File: src/rtl/exc_sel_pkg.sv
package exc_sel_pkg;

   localparam int N_SRC   = 7;
   localparam int OFF_W   = 5;
   localparam int MODE_W  = 5;

   // grant bit index equals priority rank (0 = highest)
   typedef enum logic [2:0] {
      SRC_RST  = 3'd0,
      SRC_DAB  = 3'd1,
      SRC_FAST = 3'd2,
      SRC_NORM = 3'd3,
      SRC_PAB  = 3'd4,
      SRC_UND  = 3'd5,
      SRC_SVC  = 3'd6
   } src_e;

   typedef enum logic [MODE_W-1:0] {
      MODE_IDLE = 5'b00000,
      MODE_FAST = 5'b10001,
      MODE_NORM = 5'b10010,
      MODE_SUP  = 5'b10011,
      MODE_ABT  = 5'b10111,
      MODE_UND  = 5'b11011
   } mode_e;

   localparam logic [OFF_W-1:0] RESERVED_OFF = 5'h14;

   function automatic logic [OFF_W-1:0] slot_offset(input int unsigned idx);
      case (idx)
         0:       return 5'h00;
         1:       return 5'h10;
         2:       return 5'h1C;
         3:       return 5'h18;
         4:       return 5'h0C;
         5:       return 5'h04;
         6:       return 5'h08;
         default: return 5'h00;
      endcase
   endfunction

   function automatic mode_e slot_mode(input int unsigned idx);
      case (idx)
         0:       return MODE_SUP;
         1:       return MODE_ABT;
         2:       return MODE_FAST;
         3:       return MODE_NORM;
         4:       return MODE_ABT;
         5:       return MODE_UND;
         6:       return MODE_SUP;
         default: return MODE_IDLE;
      endcase
   endfunction

endpackage

File: src/rtl/exc_req_mask.sv
module exc_req_mask
   import exc_sel_pkg::*;
#(
   parameter int N = N_SRC
) (
   input  logic [N-1:0] raw_req,
   input  logic         mask_fast,
   input  logic         mask_norm,
   output logic [N-1:0] eff_req
);

   if (N != N_SRC) begin : g_bad_n
      $error("exc_req_mask: N must equal N_SRC");
   end

   for (genvar i = 0; i < N; i++) begin : g_lane
      if (i == int'(SRC_FAST)) begin : g_fast
         assign eff_req[i] = raw_req[i] & ~mask_fast;
      end else if (i == int'(SRC_NORM)) begin : g_norm
         assign eff_req[i] = raw_req[i] & ~mask_norm;
      end else begin : g_pass
         assign eff_req[i] = raw_req[i];
      end
   end

endmodule

File: src/rtl/exc_prio_pick.sv
module exc_prio_pick #(
   parameter int N = 7
) (
   input  logic [N-1:0] req,
   output logic [N-1:0] grant,
   output logic         any
);

   if (N < 2) begin : g_bad_n
      $error("exc_prio_pick: N must be at least 2");
   end

   // seen[i] is high when any lower-index (higher priority) request is set
   logic [N:0] seen;
   assign seen[0] = 1'b0;

   for (genvar i = 0; i < N; i++) begin : g_chain
      assign seen[i+1] = seen[i] | req[i];
      assign grant[i]  = req[i] & ~seen[i];
   end

   assign any = seen[N];

endmodule

File: src/rtl/exc_vec_map.sv
module exc_vec_map
   import exc_sel_pkg::*;
#(
   parameter int                N        = N_SRC,
   parameter int                ADDR_W   = 32,
   parameter logic [ADDR_W-1:0] VEC_BASE = '0
) (
   input  logic [N-1:0]        grant,
   output logic [ADDR_W-1:0]   vector,
   output logic [MODE_W-1:0]   mode
);

   if (ADDR_W < 8) begin : g_bad_w
      $error("exc_vec_map: ADDR_W must be at least 8");
   end
   if (VEC_BASE[OFF_W-1:0] != '0) begin : g_bad_base
      $error("exc_vec_map: VEC_BASE must be 32-byte aligned");
   end

   logic [OFF_W-1:0]  off_or;
   logic [MODE_W-1:0] mode_or;

   always_comb begin
      off_or  = '0;
      mode_or = '0;
      for (int i = 0; i < N; i++) begin
         if (grant[i]) begin
            off_or  = off_or  | slot_offset(i);
            mode_or = mode_or | slot_mode(i);
         end
      end
   end

   assign vector = (|grant) ? (VEC_BASE | ADDR_W'(off_or)) : '0;
   assign mode   = mode_or;

endmodule

File: src/rtl/exc_vector_sel.sv
module exc_vector_sel
   import exc_sel_pkg::*;
#(
   parameter int                ADDR_W   = 32,
   parameter logic [ADDR_W-1:0] VEC_BASE = '0
) (
   input  logic              clk,
   input  logic              rst_n,
   input  logic              req_rst,
   input  logic              req_dab,
   input  logic              req_fast,
   input  logic              req_norm,
   input  logic              req_pab,
   input  logic              req_svc,
   input  logic              req_undef,
   input  logic              mask_fast,
   input  logic              mask_norm,
   output logic              exc_valid,
   output logic [ADDR_W-1:0] exc_vector,
   output logic [4:0]        exc_mode,
   output logic [6:0]        exc_grant,
   output logic              exc_clash
);

   localparam int N = N_SRC;

   logic [N-1:0]      raw_req, eff_req, nxt_grant;
   logic              nxt_any;
   logic [ADDR_W-1:0] nxt_vector;
   logic [MODE_W-1:0] nxt_mode;

   assign raw_req[SRC_RST]  = req_rst;
   assign raw_req[SRC_DAB]  = req_dab;
   assign raw_req[SRC_FAST] = req_fast;
   assign raw_req[SRC_NORM] = req_norm;
   assign raw_req[SRC_PAB]  = req_pab;
   assign raw_req[SRC_UND]  = req_undef;
   assign raw_req[SRC_SVC]  = req_svc;

   exc_req_mask #(.N(N)) u_mask (
      .raw_req   (raw_req),
      .mask_fast (mask_fast),
      .mask_norm (mask_norm),
      .eff_req   (eff_req)
   );

   exc_prio_pick #(.N(N)) u_pick (
      .req   (eff_req),
      .grant (nxt_grant),
      .any   (nxt_any)
   );

   exc_vec_map #(.N(N), .ADDR_W(ADDR_W), .VEC_BASE(VEC_BASE)) u_map (
      .grant  (nxt_grant),
      .vector (nxt_vector),
      .mode   (nxt_mode)
   );

   always_ff @(posedge clk or negedge rst_n) begin
      if (!rst_n) begin
         exc_valid  <= 1'b0;
         exc_vector <= '0;
         exc_mode   <= '0;
         exc_grant  <= '0;
         exc_clash  <= 1'b0;
      end else begin
         exc_valid  <= nxt_any;
         exc_vector <= nxt_vector;
         exc_mode   <= nxt_mode;
         exc_grant  <= nxt_grant;
         exc_clash  <= req_svc & req_undef;
      end
   end

   // armed goes high one edge after reset release, so $past never reaches into reset
   logic armed;
   always_ff @(posedge clk or negedge rst_n) begin
      if (!rst_n) armed <= 1'b0;
      else        armed <= 1'b1;
   end

   assert_onehot_grant_R1: assert property (@(posedge clk) disable iff (!rst_n)
      $onehot0(exc_grant));

   assert_valid_tracks_grant_R7: assert property (@(posedge clk) disable iff (!rst_n)
      exc_valid == (exc_grant != '0));

   assert_no_reserved_slot_R3: assert property (@(posedge clk) disable iff (!rst_n)
      exc_valid |-> (exc_vector[OFF_W-1:0] != RESERVED_OFF));

   assert_base_kept_R10: assert property (@(posedge clk) disable iff (!rst_n)
      exc_valid |-> (exc_vector[ADDR_W-1:OFF_W] == VEC_BASE[ADDR_W-1:OFF_W]));

   assert_reset_wins_R8: assert property (@(posedge clk) disable iff (!rst_n)
      (armed && $past(req_rst)) |-> (exc_grant == 7'b0000001));

   assert_fast_over_norm_R1: assert property (@(posedge clk) disable iff (!rst_n)
      (armed && $past(req_fast && !mask_fast && !req_rst && !req_dab))
      |-> exc_grant[SRC_FAST]);

   assert_norm_masked_R5: assert property (@(posedge clk) disable iff (!rst_n)
      (armed && $past(mask_norm)) |-> !exc_grant[SRC_NORM]);

   assert_fast_masked_R5: assert property (@(posedge clk) disable iff (!rst_n)
      (armed && $past(mask_fast)) |-> !exc_grant[SRC_FAST]);

   assert_clash_flag_R6: assert property (@(posedge clk) disable iff (!rst_n)
      armed |-> (exc_clash == $past(req_svc && req_undef)));

   assert_clash_not_svc_R6: assert property (@(posedge clk) disable iff (!rst_n)
      exc_clash |-> !exc_grant[SRC_SVC]);

   assert_strobe_follows_R7: assert property (@(posedge clk) disable iff (!rst_n)
      (armed && $past(!req_rst && !req_dab && !req_pab && !req_svc && !req_undef &&
                      !(req_fast && !mask_fast) && !(req_norm && !mask_norm)))
      |-> !exc_valid);

endmodule

File: config.mk
export PLATFORM = sky130hd
export DESIGN_NAME = exc_vector_sel
export DESIGN_NICKNAME = d
export VERILOG_FILES = /design/src/rtl/exc_sel_pkg.sv /design/src/rtl/exc_req_mask.sv /design/src/rtl/exc_prio_pick.sv /design/src/rtl/exc_vec_map.sv /design/src/rtl/exc_vector_sel.sv
export SDC_FILE = /design/constraint.sdc
export NUM_CORES = 1
export LEC_CHECK = 0
export ABC_CLOCK_PERIOD_IN_PS = 1000
export CAP_MARGIN = 15
export CORE_MARGIN = 1
export CORE_UTILIZATION = 30
export CTS_CLUSTER_SIZE = 24
export DETAILED_ROUTE_END_ITERATION = 7
export DONT_BUFFER_PORTS = 1
export PLACE_DENSITY_LB_ADDON = 0.15
export SYNTH_ARGS = -nofsm -noshare
export SYNTH_HDL_FRONTEND = slang
export SYNTH_SLANG_ARGS = --single-unit
File: constraint.sdc
create_clock -name clk -period 1 [get_ports clk]
set_input_delay 0.15 -clock clk [delete_from_list [all_inputs] [get_ports clk]]
set_output_delay 0.15 -clock clk [all_outputs]
set_load 0.05 [all_outputs]
==> results of run 1 <==
[logic make-up after synthesis]
family | count (synthesis) | synth area share, %
buffers and inverters | 32 | 28.6
other | 1 | 0.461
flip-flops | 16 | 49.2
AND/OR/NAND/NOR | 17 | 16.0
AO/OA/AOI/OAI | 7 | 5.69
[layout make-up]
class | instances | area (um2)
clock buffer | 4 | 36.3
inverter | 2 | 7.51
fill | 261 | 1500
timing repair buffer | 22 | 251
multi-input combinational | 53 | 285
tap | 30 | 37.5
sequential | 16 | 402
[metrics by stage]
stage | setup TNS (ns) | instances
after floorplan | 0 | 101
after global placement | 0 | 117
after detailed placement | 0 | 117
after CTS | -0.0580 | 127
after global routing | -0.0957 | 127
final | -0.0405 | 127
[where the power goes]
group          total (uW)  internal, uW  leakage (uW)  switching, uW
Clock                 409           222     0.0000210            187
Combinational         475          92.6      0.000311            383
Sequential            682           671      0.000192           11.1
[what timing repair did]
action	CTS	global route
setup endpoints to repair	6	15
hold endpoints to repair	25	0
hold buffers	6	0
resized for setup	4	12
[per-layer routing]
layer / track usage (%) / up-vias
li1: - / 223
met1: 11.3 / 223
met2: 14.8 / 33
met3: 1.98 / 2
met4: 6.84 / 0
met5: 0 / -
[worst max-delay path by stage]
stage                     slack [ns]            to  depth (start not counted)   startpoint
final                          -0.02   exc_mode[3]                          1  exc_mode[3]
after global routing           -0.04  exc_grant[5]                          1  exc_mode[3]
after CTS                      -0.03   exc_mode[3]                          1  exc_mode[3]
after detailed placement        0.18   exc_mode[0]                          2      req_pab
after global placement          0.17   exc_mode[1]                          2      req_pab
after floorplan                 0.11   exc_mode[3]                          1  exc_mode[3]
[registers in the layout, summed over array words and instances (netlist names)]
register	flops
exc_mode	5
exc_vector	3
exc_valid	1
exc_grant	6
exc_clash	1
[cell usage in the layout (no fill, tap or decap), types with 2 or more instances in the layout]
cell type       n
and2_2          2
conb_1         29
dlygate4sd3_1   5
nand2_1         2
inv_1           2
nor2_1          2
dfrtp_1        15
nor3_1          2
nand2b_4        2
buf_6          15
clkbuf_4        3
a31oi_1         2
==> flow_summary.yaml, run 1 <==
global_routing:
  antenna_found_initial: 0
  grt_pass1_wl_um: 1860
  grt_max_degree: 17
  grt_overflow: 0
  grt_pass1_vias: 419
  grt_util_all_layers_pct: 9.42
yosys:
  yosys-top-cells-area: "dfrtp_1 49%, buf_4 28%, nand2b_4 3.4%"
  synth_cell_types: 22
  synth_commonest_cells: "30 x buf_4, 16 x dfrtp_1"
  yosysTopAreaCell: "dfrtp_1"
  netlist.area_leader.share_pct: 49.2
  synth_warnings: 0
  ys_async_sr_fraction_pct: 100
  synth-seq-cells: 16
  postSynthAreaPerCell_um2: 11.1
  yosysMostFrequentCell: "buf_4"
  synth-edff-count: 0
  yosys_most_used_dff: "dfrtp_1"
  synth-seq-area-share_pct: 49.2
  netlist_instances: 73
  synth.cell_area_um2: 813
power:
  power_uw: 1570
  powerDensity_nw_per_um2: 1540
  power_leakage_uw: 0.000524
  irDropWorstVdd_v: 0.000652
timing:
  tightest_slew_ns: 0.699
  worst_slack_ns: -0.0203
  hold_viol: 16
  fmax_mhz: 980
  relSlewSlack_pct: 53.4
  fin_crit_sh_pct: 102
  layout_min_cycle_time_ns: 1.02
  setup_viol: 2
  whs_ns: -0.0257
  rsz0062_at_grt: "true"
  slew_viol_final: 0
route:
  routed-via-count: 481
  drc: 0
  routed_via_density: 3.79
  firstDrtPassIters: 3
  postRouteAntennaNets: 0
  wl_met3_um: 150
  wl_per_cell_um: 10.2
  top_layer: "met4"
  drt-initial-drc-count: 2
  route.met2.wl_um: 618
  wl_met1_um: 515
  drt-total-wl_um: 1300
final_layout:
  nets: 109
  final_util_pct: 40.4
  final_layout_size_suffix_gt1_share_pct: 29.9
  syn_to_final_growth_pct: 25.4
  design_area_um2: 1020
  antenna_cells: 0
clocking:
  post_cts_buffers: 0
  clkSlewWorstSetupHoldPaths_ns: 0.09
  cts.path.max_buffers: 2
  cts_max_level: 1
  clock_sinks: 16
  tritoncts: "built"
  clockRootBuffer: "clkbuf_4"
  cts_buffers: 3
worst_setup_path:
  worstSetupStartpointType: "register"
  critPathMaxStageDelay_ns: 0.42
  crit_family: "flip-flops"
  crit_fanout: 2
  path_buf_inv: 1
  timing.critical_path.slowest_stage_cell: "dfrtp_2"
  required_ns: 0.85
  cp.arrival_ns: 0.87
  path_class: "register to output pin"
  cp-end-kind: "output pin"
  crit_chain: "buf_12"
die:
  core-area_um2: 2520
  pin_count: 57
  die_y_um: 54.1
  fp.dieW_um: 54.1
  fp.dieArea_um2: 2920
  rows: 18
  initial_core_util_pct: 32.2
place:
  gp_congestion: 0.637
  place_area_um2: 865
  io_buffers: 0
  place_ws_ns: 0.177
  dp.final_hpwl_um: 989
worst_hold_path:
  min_path_type: "input pin to asynchronous set/reset pin"
run_status:
  status: "finished, violations left"
  violations: "negative hold slack, negative setup slack"
run:
  max_cap_violations: 0
Note: power is estimated with default switching activity, not from simulation.
==> run 2: changes to the inputs <==
--- a/config.mk
+++ b/config.mk
@@ -12,7 +12,8 @@
 export CTS_CLUSTER_SIZE = 24
 export DETAILED_ROUTE_END_ITERATION = 7
 export DONT_BUFFER_PORTS = 1
-export PLACE_DENSITY_LB_ADDON = 0.15
+export PLACE_DENSITY_LB_ADDON = 0.3
+export SLEW_MARGIN = 20
 export SYNTH_ARGS = -nofsm -noshare
 export SYNTH_HDL_FRONTEND = slang
 export SYNTH_SLANG_ARGS = --single-unit
==> flow_summary.yaml, run 2 (synthesis gave the netlist of run 1 again) <==
run:
  max_cap_violations: 0
die:
  fp.dieArea_um2: 2920
  pin_count: 57
  die_y_um: 54.1
  initial_core_util_pct: 32.2
  rows: 18
  fp.dieW_um: 54.1
  core-area_um2: 2520
global_routing:
  antenna_found_initial: 0
  grt_overflow: 0
  grt_util_all_layers_pct: 8.20
  grt_pass1_wl_um: 1660
  grt_max_degree: 17
  grt_pass1_vias: 400
timing:
  tightest_slew_ns: 0.683
  fin_crit_sh_pct: 101
  relSlewSlack_pct: 54.5
  whs_ns: -0.0284
  slew_viol_final: 0
  hold_viol: 16
  setup_viol: 2
  fmax_mhz: 988
  layout_min_cycle_time_ns: 1.01
  worst_slack_ns: -0.0124
  rsz0062_at_grt: "true"
route:
  firstDrtPassIters: 2
  postRouteAntennaNets: 0
  drt-total-wl_um: 1170
  drc: 0
  wl_per_cell_um: 9.31
  drt-initial-drc-count: 5
  routed-via-count: 471
  routed_via_density: 3.74
place:
  gp_congestion: 0.714
  io_buffers: 0
  dp_cells: 116
  dp.final_hpwl_um: 913
worst_setup_path:
  critPathMaxStageDelay_ns: 0.42
  cp.arrival_ns: 0.86
  crit_family: "flip-flops"
  crit_chain: "buf_12"
  path_class: "register to output pin"
  timing.critical_path.slowest_stage_cell: "dfrtp_2"
  worstSetupStartpointType: "register"
  cp-end-kind: "output pin"
  required_ns: 0.85
  crit_fanout: 2
  path_buf_inv: 1
final_layout:
  multi_input_area_um2: 285
  nets: 108
  syn_to_final_growth_pct: 24.2
  final_common_cell: "conb_1"
  reg.largest.list: "exc_grant: 6 flops, exc_mode: 5 flops, exc_vector: 3 flops"
  regArea_um2: 403
  fill_cells: 249
  mostFrequentLayoutCells: "29 x conb_1, 14 x dfrtp_1, 14 x buf_6"
  regMostFlops: "exc_grant"
  antenna_cells: 0
  final_layout_size_suffix_gt1_share_pct: 30.2
  instances_no_fill: 126
  largest_reg_flops: 6
worst_hold_path:
  min_path_type: "input pin to asynchronous set/reset pin"
clocking:
  clockRootBuffer: "clkbuf_4"
  clkSlewWorstSetupHoldPaths_ns: 0.09
  cts_buffers: 3
  tritoncts: "built"
  cts.path.max_buffers: 2
  cts_max_level: 1
  clock_sinks: 16
power:
  powerDensity_nw_per_um2: 1540
  irDropWorstVdd_v: 0.000795
  power_uw: 1550
  power_leakage_uw: 0.000517
run_status:
  violations: "negative hold slack, negative setup slack"
  status: "finished, violations left"
## run 2: changes by cell type in the layout (fill, tap and decap cells not counted)
cell / delta
buf_6: -1
dfrtp_2: +1
dfrtp_1: -1
## run 2: routing by layer
layer / track usage (%) / vias up / wire (um)
met3: 3.11 / 0 / 179
met1: 9.22 / 209 / 468
li1: - / 223 / -
met5: 0 / - / 0
met4: 5.13 / 0 / 0
met2: 13.0 / 39 / 525
## run 2: final cells by class
type | count | area share (%)
tap | 30 | 3.72
timing repair buffer | 21 | 23.8
inverter | 2 | 0.743
multi-input combinational | 53 | 28.3
sequential | 16 | 39.9
clock buffer | 4 | 3.59
## run 2: worst max-delay path by stage
stage	startpoint	to	cells past startpoint
after floorplan	exc_mode[3]	exc_mode[3]	1
final	exc_mode[3]	exc_grant[5]	1
after global placement	mask_fast	exc_grant[4]	3
after CTS	exc_mode[3]	exc_grant[5]	1
after detailed placement	req_pab	exc_mode[0]	2
after global routing	exc_mode[3]	exc_mode[3]	1
## run 2: repair_timing
action,in CTS,in global routing
resized for setup,5,11
endpoints found under the setup margin,7,17
hold buffers,6,0
buffers inserted,0,0
hold endpoints to repair,25,0
## run 2: power breakdown
part	switching [uW]	internal, uW
clock	180	221
sequential	18.4	671
combinational	373	88.6
total	572	981
## run 2: metrics by stage
step / worst slack, ns / instance area, um2 / hold WS (ns) / TNS, ns / util (%)
2_1_floorplan: 0.106 / 920 / -0.146 / 0 / -
3_3_place_gp: 0.208 / 857 / -0.145 / 0 / 34.0
3_5_place_dp: 0.186 / 857 / -0.145 / 0 / 34.0
4_1_cts: -0.0306 / 970 / 0.00177 / -0.0611 / 38.4
5_1_grt: -0.0552 / 1010 / 0.0145 / -0.145 / 40.0
6_report: -0.0124 / 1010 / -0.0284 / -0.0249 / 40.0
==> run 3: changes to the inputs <==
--- a/config.mk
+++ b/config.mk
@@ -7,8 +7,8 @@
 export LEC_CHECK = 0
 export ABC_CLOCK_PERIOD_IN_PS = 1000
 export CAP_MARGIN = 15
-export CORE_MARGIN = 1
 export CORE_UTILIZATION = 30
+export CTS_CLUSTER_DIAMETER = 80
 export CTS_CLUSTER_SIZE = 24
 export DETAILED_ROUTE_END_ITERATION = 7
 export DONT_BUFFER_PORTS = 1
==> results of run 3 <==
The final DEF is identical to that of run 2; final timing and power are the same.
